## src/rtl/port_stb_pkg.sv

```systemverilog
package port_stb_pkg;
  localparam int unsigned PORT_W_DEF  = 8;
  localparam int unsigned WR_DLY_DEF  = 2;  // edges from write to strobe low
  localparam int unsigned RD_DLY_DEF  = 3;  // edges from read to strobe low
  localparam int unsigned STB_LEN_DEF = 2;  // strobe low cycles
endpackage

```

## src/rtl/pin_sync.sv

```systemverilog
module pin_sync #(
  parameter int unsigned W = 8
) (
  input  logic         clk_i,
  input  logic         rst_ni,
  input  logic [W-1:0] pin_i,
  output logic [W-1:0] sync_o
);
  logic [W-1:0] s1_q, s2_q;

  always_ff @(posedge clk_i or negedge rst_ni) begin
    if (!rst_ni) begin
      s1_q <= '0;
      s2_q <= '0;
    end else begin
      s1_q <= pin_i;
      s2_q <= s1_q;
    end
  end

  assign sync_o = s2_q;
endmodule

```

## src/rtl/strobe_delay.sv

```systemverilog
module strobe_delay #(
  parameter int unsigned DLY = 2,
  parameter int unsigned LEN = 2
) (
  input  logic clk_i,
  input  logic rst_ni,
  input  logic en_i,
  input  logic acc_i,
  output logic stb_no
);
  localparam int unsigned DEPTH = DLY + LEN - 1;
  localparam int unsigned WIN_LO = DLY - 1;

  logic [DEPTH-1:0] line_q;
  logic             stb_nq;

  // bit j set after edge k+j; registered strobe covers taps DLY-1..DEPTH-1
  always_ff @(posedge clk_i or negedge rst_ni) begin
    if (!rst_ni) begin
      line_q <= '0;
      stb_nq <= 1'b1;
    end else if (!en_i) begin
      line_q <= '0;
      stb_nq <= 1'b1;
    end else begin
      line_q <= {line_q[DEPTH-2:0], acc_i};
      stb_nq <= ~|line_q[DEPTH-1:WIN_LO];
    end
  end

  assign stb_no = stb_nq;

  p_min_width_r2: assert property (@(posedge clk_i) disable iff (!rst_ni)
    ($fell(stb_no) && en_i) |=> !stb_no);
endmodule

```

## src/rtl/port_strobe_gen.sv

```systemverilog
module port_strobe_gen
  import port_stb_pkg::*;
#(
  parameter int unsigned PORT_W  = PORT_W_DEF,
  parameter int unsigned WR_DLY  = WR_DLY_DEF,
  parameter int unsigned RD_DLY  = RD_DLY_DEF,
  parameter int unsigned STB_LEN = STB_LEN_DEF
) (
  input  logic              clk_i,
  input  logic              rst_ni,
  input  logic              stb_en_i,
  input  logic              wr_en_i,
  input  logic [PORT_W-1:0] wr_data_i,
  input  logic              rd_en_i,
  output logic [PORT_W-1:0] rd_data_o,
  output logic [PORT_W-1:0] port_o,
  input  logic [PORT_W-1:0] pin_i,
  output logic              rd_stb_no,
  output logic              wr_stb_no
);
  logic [PORT_W-1:0] port_q, rd_q, pin_sync_w;

  always_ff @(posedge clk_i or negedge rst_ni) begin
    if (!rst_ni) begin
      port_q <= '0;
      rd_q   <= '0;
    end else begin
      if (wr_en_i) port_q <= wr_data_i;
      if (rd_en_i) rd_q   <= pin_sync_w;
    end
  end

  assign port_o    = port_q;
  assign rd_data_o = rd_q;

  pin_sync #(.W(PORT_W)) u_sync (
    .clk_i (clk_i),
    .rst_ni(rst_ni),
    .pin_i (pin_i),
    .sync_o(pin_sync_w)
  );

  strobe_delay #(.DLY(WR_DLY), .LEN(STB_LEN)) u_wr_line (
    .clk_i (clk_i),
    .rst_ni(rst_ni),
    .en_i  (stb_en_i),
    .acc_i (wr_en_i),
    .stb_no(wr_stb_no)
  );

  strobe_delay #(.DLY(RD_DLY), .LEN(STB_LEN)) u_rd_line (
    .clk_i (clk_i),
    .rst_ni(rst_ni),
    .en_i  (stb_en_i),
    .acc_i (rd_en_i),
    .stb_no(rd_stb_no)
  );

  p_stb_off_r1: assert property (@(posedge clk_i) disable iff (!rst_ni)
    !$past(stb_en_i) |-> (rd_stb_no && wr_stb_no));

  p_port_load_r3: assert property (@(posedge clk_i) disable iff (!rst_ni)
    $past(wr_en_i) |-> (port_o == $past(wr_data_i)));

  p_rd_hold_r6: assert property (@(posedge clk_i) disable iff (!rst_ni)
    !$past(rd_en_i) |-> $stable(rd_data_o));

  // fixed-depth timing checks for the default delay configuration
  if (WR_DLY == 2 && RD_DLY == 3 && STB_LEN == 2) begin : g_dflt_chk
    p_wr_delay_r3: assert property (@(posedge clk_i) disable iff (!rst_ni)
      ($past(wr_en_i, 3) && $past(stb_en_i, 3) && $past(stb_en_i, 2) && $past(stb_en_i))
      |-> !wr_stb_no);
    p_rd_delay_r4: assert property (@(posedge clk_i) disable iff (!rst_ni)
      ($past(rd_en_i, 4) && $past(stb_en_i, 4) && $past(stb_en_i, 3) &&
       $past(stb_en_i, 2) && $past(stb_en_i)) |-> !rd_stb_no);
    p_wr_src_r10: assert property (@(posedge clk_i) disable iff (!rst_ni)
      $fell(wr_stb_no) |-> $past(wr_en_i, 3));
    p_rd_src_r10: assert property (@(posedge clk_i) disable iff (!rst_ni)
      $fell(rd_stb_no) |-> $past(rd_en_i, 4));
  end
endmodule

```

## config.mk

```make
export PLATFORM = sky130hd
export DESIGN_NAME = port_strobe_gen
export DESIGN_NICKNAME = d
export VERILOG_FILES = /design/src/rtl/port_stb_pkg.sv /design/src/rtl/pin_sync.sv /design/src/rtl/strobe_delay.sv /design/src/rtl/port_strobe_gen.sv
export SDC_FILE = /design/constraint.sdc
export NUM_CORES = 1
export LEC_CHECK = 0
export BUFFER_PORTS_ARGS = -buffer_cell sky130_fd_sc_hd__buf_2
export CORE_MARGIN = 1
export CORE_UTILIZATION = 30
export CTS_CLUSTER_DIAMETER = 80
export DETAILED_ROUTE_END_ITERATION = 16
export MAX_ROUTING_LAYER = met4
export PLACE_DENSITY_LB_ADDON = 0.12
export SLEW_MARGIN = 30
export SYNTH_ARGS = -nofsm -noshare
export SYNTH_HDL_FRONTEND = slang
export SYNTH_SLANG_ARGS = --single-unit
```

## constraint.sdc

```tcl
create_clock -name clk_i -period 1.2 [get_ports clk_i]
set_input_delay 0.24 -clock clk_i [delete_from_list [all_inputs] [get_ports clk_i]]
set_output_delay 0.24 -clock clk_i [all_outputs]
set_load 0.005 [all_outputs]
```

==> flow_summary_export.csv <==
group,metric,value,unit
setup_path,critPathRequiredTime,0.96,ns
logic_synthesis,ys_warn_count,0,
pwr,p_sw_share,19.5,%
cts,cts.clk_slew.worst_paths,0.08,ns
setup_path,worstSetupPathType,"reg -> out",
cts,clock_sinks,41,
setup_path,cp_top_family,"flip-flops",
cts,clock_latency,0.29,ns
floorplanning,initial_core_util,31.2,%
timing,slew_headroom,81.1,%
floorplanning,die_w,69.0,um
cts,post_cts_buffers,0,
setup_path,ff2ff_path_depth,1,
logic_synthesis,synth_edf_count,0,
global_route,grt_max_degree,24,
setup_path,path_buf_inv,1,
cts,cts_buffer_depth,2,
route,detail-route-antenna-nets,0,
cts,cts_tree,"built",
floorplanning,fp.coreArea,0.00432,mm2
timing,setup_viol,0,
logic_synthesis,synth_area_leaders,"dfrtp_1 72%, mux2_4 18%, dfstp_2 3.9%",
pwr,power.internal,2.45,mW
timing,slew_viol_final,0,
floorplanning,die_h,69.0,um
pwr,p_seq_share,49.7,%
route,route.detailed.wl_per_inst,12.3,um
pwr,switching_power,0.595,mW
route,vias,686,
final_layout,area_growth,29.1,%
setup_path,path_depth,1,
logic_synthesis,synth_top_area_share,72.4,%
placed_design,place_congestion,0.648,
placed_design,place_area,0.00160,mm2
route,wl,2.05,mm
timing,fin_tns_setup,0,ns
cts,htree_levels,2,
logic_synthesis,seq_area_frac_synth,76.3,%
global_route,grt_usage,10.2,%
logic_synthesis,synth_ff_type,"dfrtp_1",
setup_path,reg2reg_slack,0.42,ns
setup_path,cp-start-kind,"flop",
timing,rsz0062_at_grt,"no",
job,cap_violations,0,
floorplanning,rows,24,
pwr,totalPowerFinal,3.04,mW
logic_synthesis,syn_area,0.00135,mm2
worst_hold_path,worstHoldPathCells,1,
global_route,grt.overflow.total,0,
route,drt_first_pass_iters,3,
timing,period_needed,1.13,ns
route,drtIter0Drc,17,
logic_synthesis,synth_seq_cells,41,
logic_synthesis,synthArstFlopShare,100,%
final_layout,final_nets,135,
route,drc,0,
setup_path,cp_slowest_stage_delay,0.51,ns
timing,clock_skew,0.00787,ns
logic_synthesis,yosys.area.top_type,"dfrtp_1",
logic_synthesis,synthDistinctLibCells,7,
timing,finalCritPeriodShare,94.5,%
pwr,p_leak,0.871,nW
cts,cts_resized,0,
logic_synthesis,yosysMostFrequentCell,"dfrtp_1",
route,viasPerCell,4.11,
pwr,power_frac_comb,8.0,%
pwr,powerDensity,1750,mW/mm2
global_route,first_global_vias,758,
outcome,status,"finished clean",
setup_path,arrival,0.89,ns
pwr,pwr-share-clk,42.3,%
logic_synthesis,synth_fp_nets,89,
pwr,ir_drop,0.677,mV
timing,hold_violations,0,
global_route,grt_pass1_wl,3.50,mm
logic_synthesis,ys_top_cells_by_count,"39 x dfrtp_1, 16 x mux2_4, 5 x and2_1",
logic_synthesis,avgSynthCellArea,19.8,um2
setup_path,path_cells,"buf_2",
global_route,antenna_found_initial,0,
final_layout,drive_gt1_share,59.1,%
cts,root_buffer,"clkbuf_8",
setup_path,cp-end-kind,"output port",
final_layout,fin_area,0.00174,mm2
final_layout,antennaDiodeCount,0,
cts,cts_buffers,5,
timing,tightest_slew,0.283,ns
placed_design,detailed_place_hpwl,1.39,mm
floorplanning,io_pins,39,
timing,timing.fmax,882,MHz
floorplanning,dieArea,0.00476,mm2
setup_path,slowest_stage,"dfstp_2",
placed_design,place.port_buffers,38,
setup_path,worstPathMaxFanout,1,
final_layout,fillers,431,
logic_synthesis,syn-instance-count,68,
worst_hold_path,holdCritPathClass,"in -> reg",
-- power groups by stage --
stage	Combinational (mW)	Clock [mW]	Sequential [mW]
floorplan	0.114	0	1.54
global placement	0.242	0	1.54
detailed placement	0.248	0	1.54
CTS	0.251	1.33	1.52
global route	0.270	1.41	1.52
finish	0.243	1.29	1.51
-- cell type report --
class                   count  area (um2)  share of cell area [%]
clock buffers               5        68.8                    3.96
clock inverters             3        65.1                    3.74
repair buffers             41         215                    12.4
well taps                  52        65.1                    3.74
flip-flops and latches     41        1030                    59.1
multi-input cells          25         297                    17.1
-- layer usage --
layer	part of all wire (%)	vias up	global-route usage (%)	routed length [um]
li1	-	313	-	-
met1	44	343	11.4	903
met2	47	25	15.0	971
met3	6.7	5	5.26	137
met4	1.7	0	4.76	35
met5	0	-	-	0
-- registers in the layout, indices dropped and copies added (netlist names) --
signal,flops
u_wr_line.stb_no,1
port_o,8
u_rd_line.line_q,4
u_wr_line.line_q,3
u_rd_line.stb_no,1
u_sync.sync_o,8
rd_data_o,8
u_sync.s1_q,8
-- cell families after synthesis --
logic type,count (synthesis),share of synthesized area (%)
compound gates,2,0.743
buf+inv,2,1.67
flops,41,76.3
mux,16,17.8
simple gates,7,3.44
-- repair_timing --
item	CTS	global route
hold buffers	1	0
endpoints found under the setup margin	0	0
endpoints found under the hold margin	40	0
-- worst paths after layout --
check	start	to
hold / removal	pin_i[6]	u_sync.s1_q[6]
min in group asynchronous	rst_ni	u_wr_line.stb_no
max in group asynchronous	rst_ni	u_rd_line.stb_no
setup / recovery	u_rd_line.stb_no	rd_stb_no
hold reg to reg	u_sync.s1_q[5]	u_sync.sync_o[5]
setup reg to reg	rd_data_o[3]	rd_data_o[3]
-- cells in the final DEF, fill, tap and decap left out --
| cell type | instances |
|---|---|
| and2_1 | 5 |
| and2_2 | 2 |
| buf_2 | 38 |
| buf_4 | 2 |
| bufinv_16 | 2 |
| clkbuf_8 | 5 |
| clkinv_2 | 1 |
| dfrtp_1 | 39 |
| dfstp_2 | 2 |
| dlygate4sd3_1 | 1 |
| mux2_4 | 16 |
| o21ai_0 | 2 |
-- stage by stage --
| step | utilization [%] | hold WS [ns] | instances | setup slack, ns |
|---|---|---|---|---|
| 2_1_floorplan | - | -0.0556 | 68 | 0.415 |
| 3_3_place_gp | 36.9 | 0.205 | 158 | 0.256 |
| 3_5_place_dp | 36.9 | 0.199 | 158 | 0.231 |
| 4_1_cts | 40.2 | 0.0376 | 167 | 0.0485 |
| 5_1_grt | 40.2 | 0.0267 | 167 | 0.0178 |
| 6_report | 40.2 | 0.0483 | 167 | 0.0658 |
Note: power is estimated with default switching activity, not from simulation.
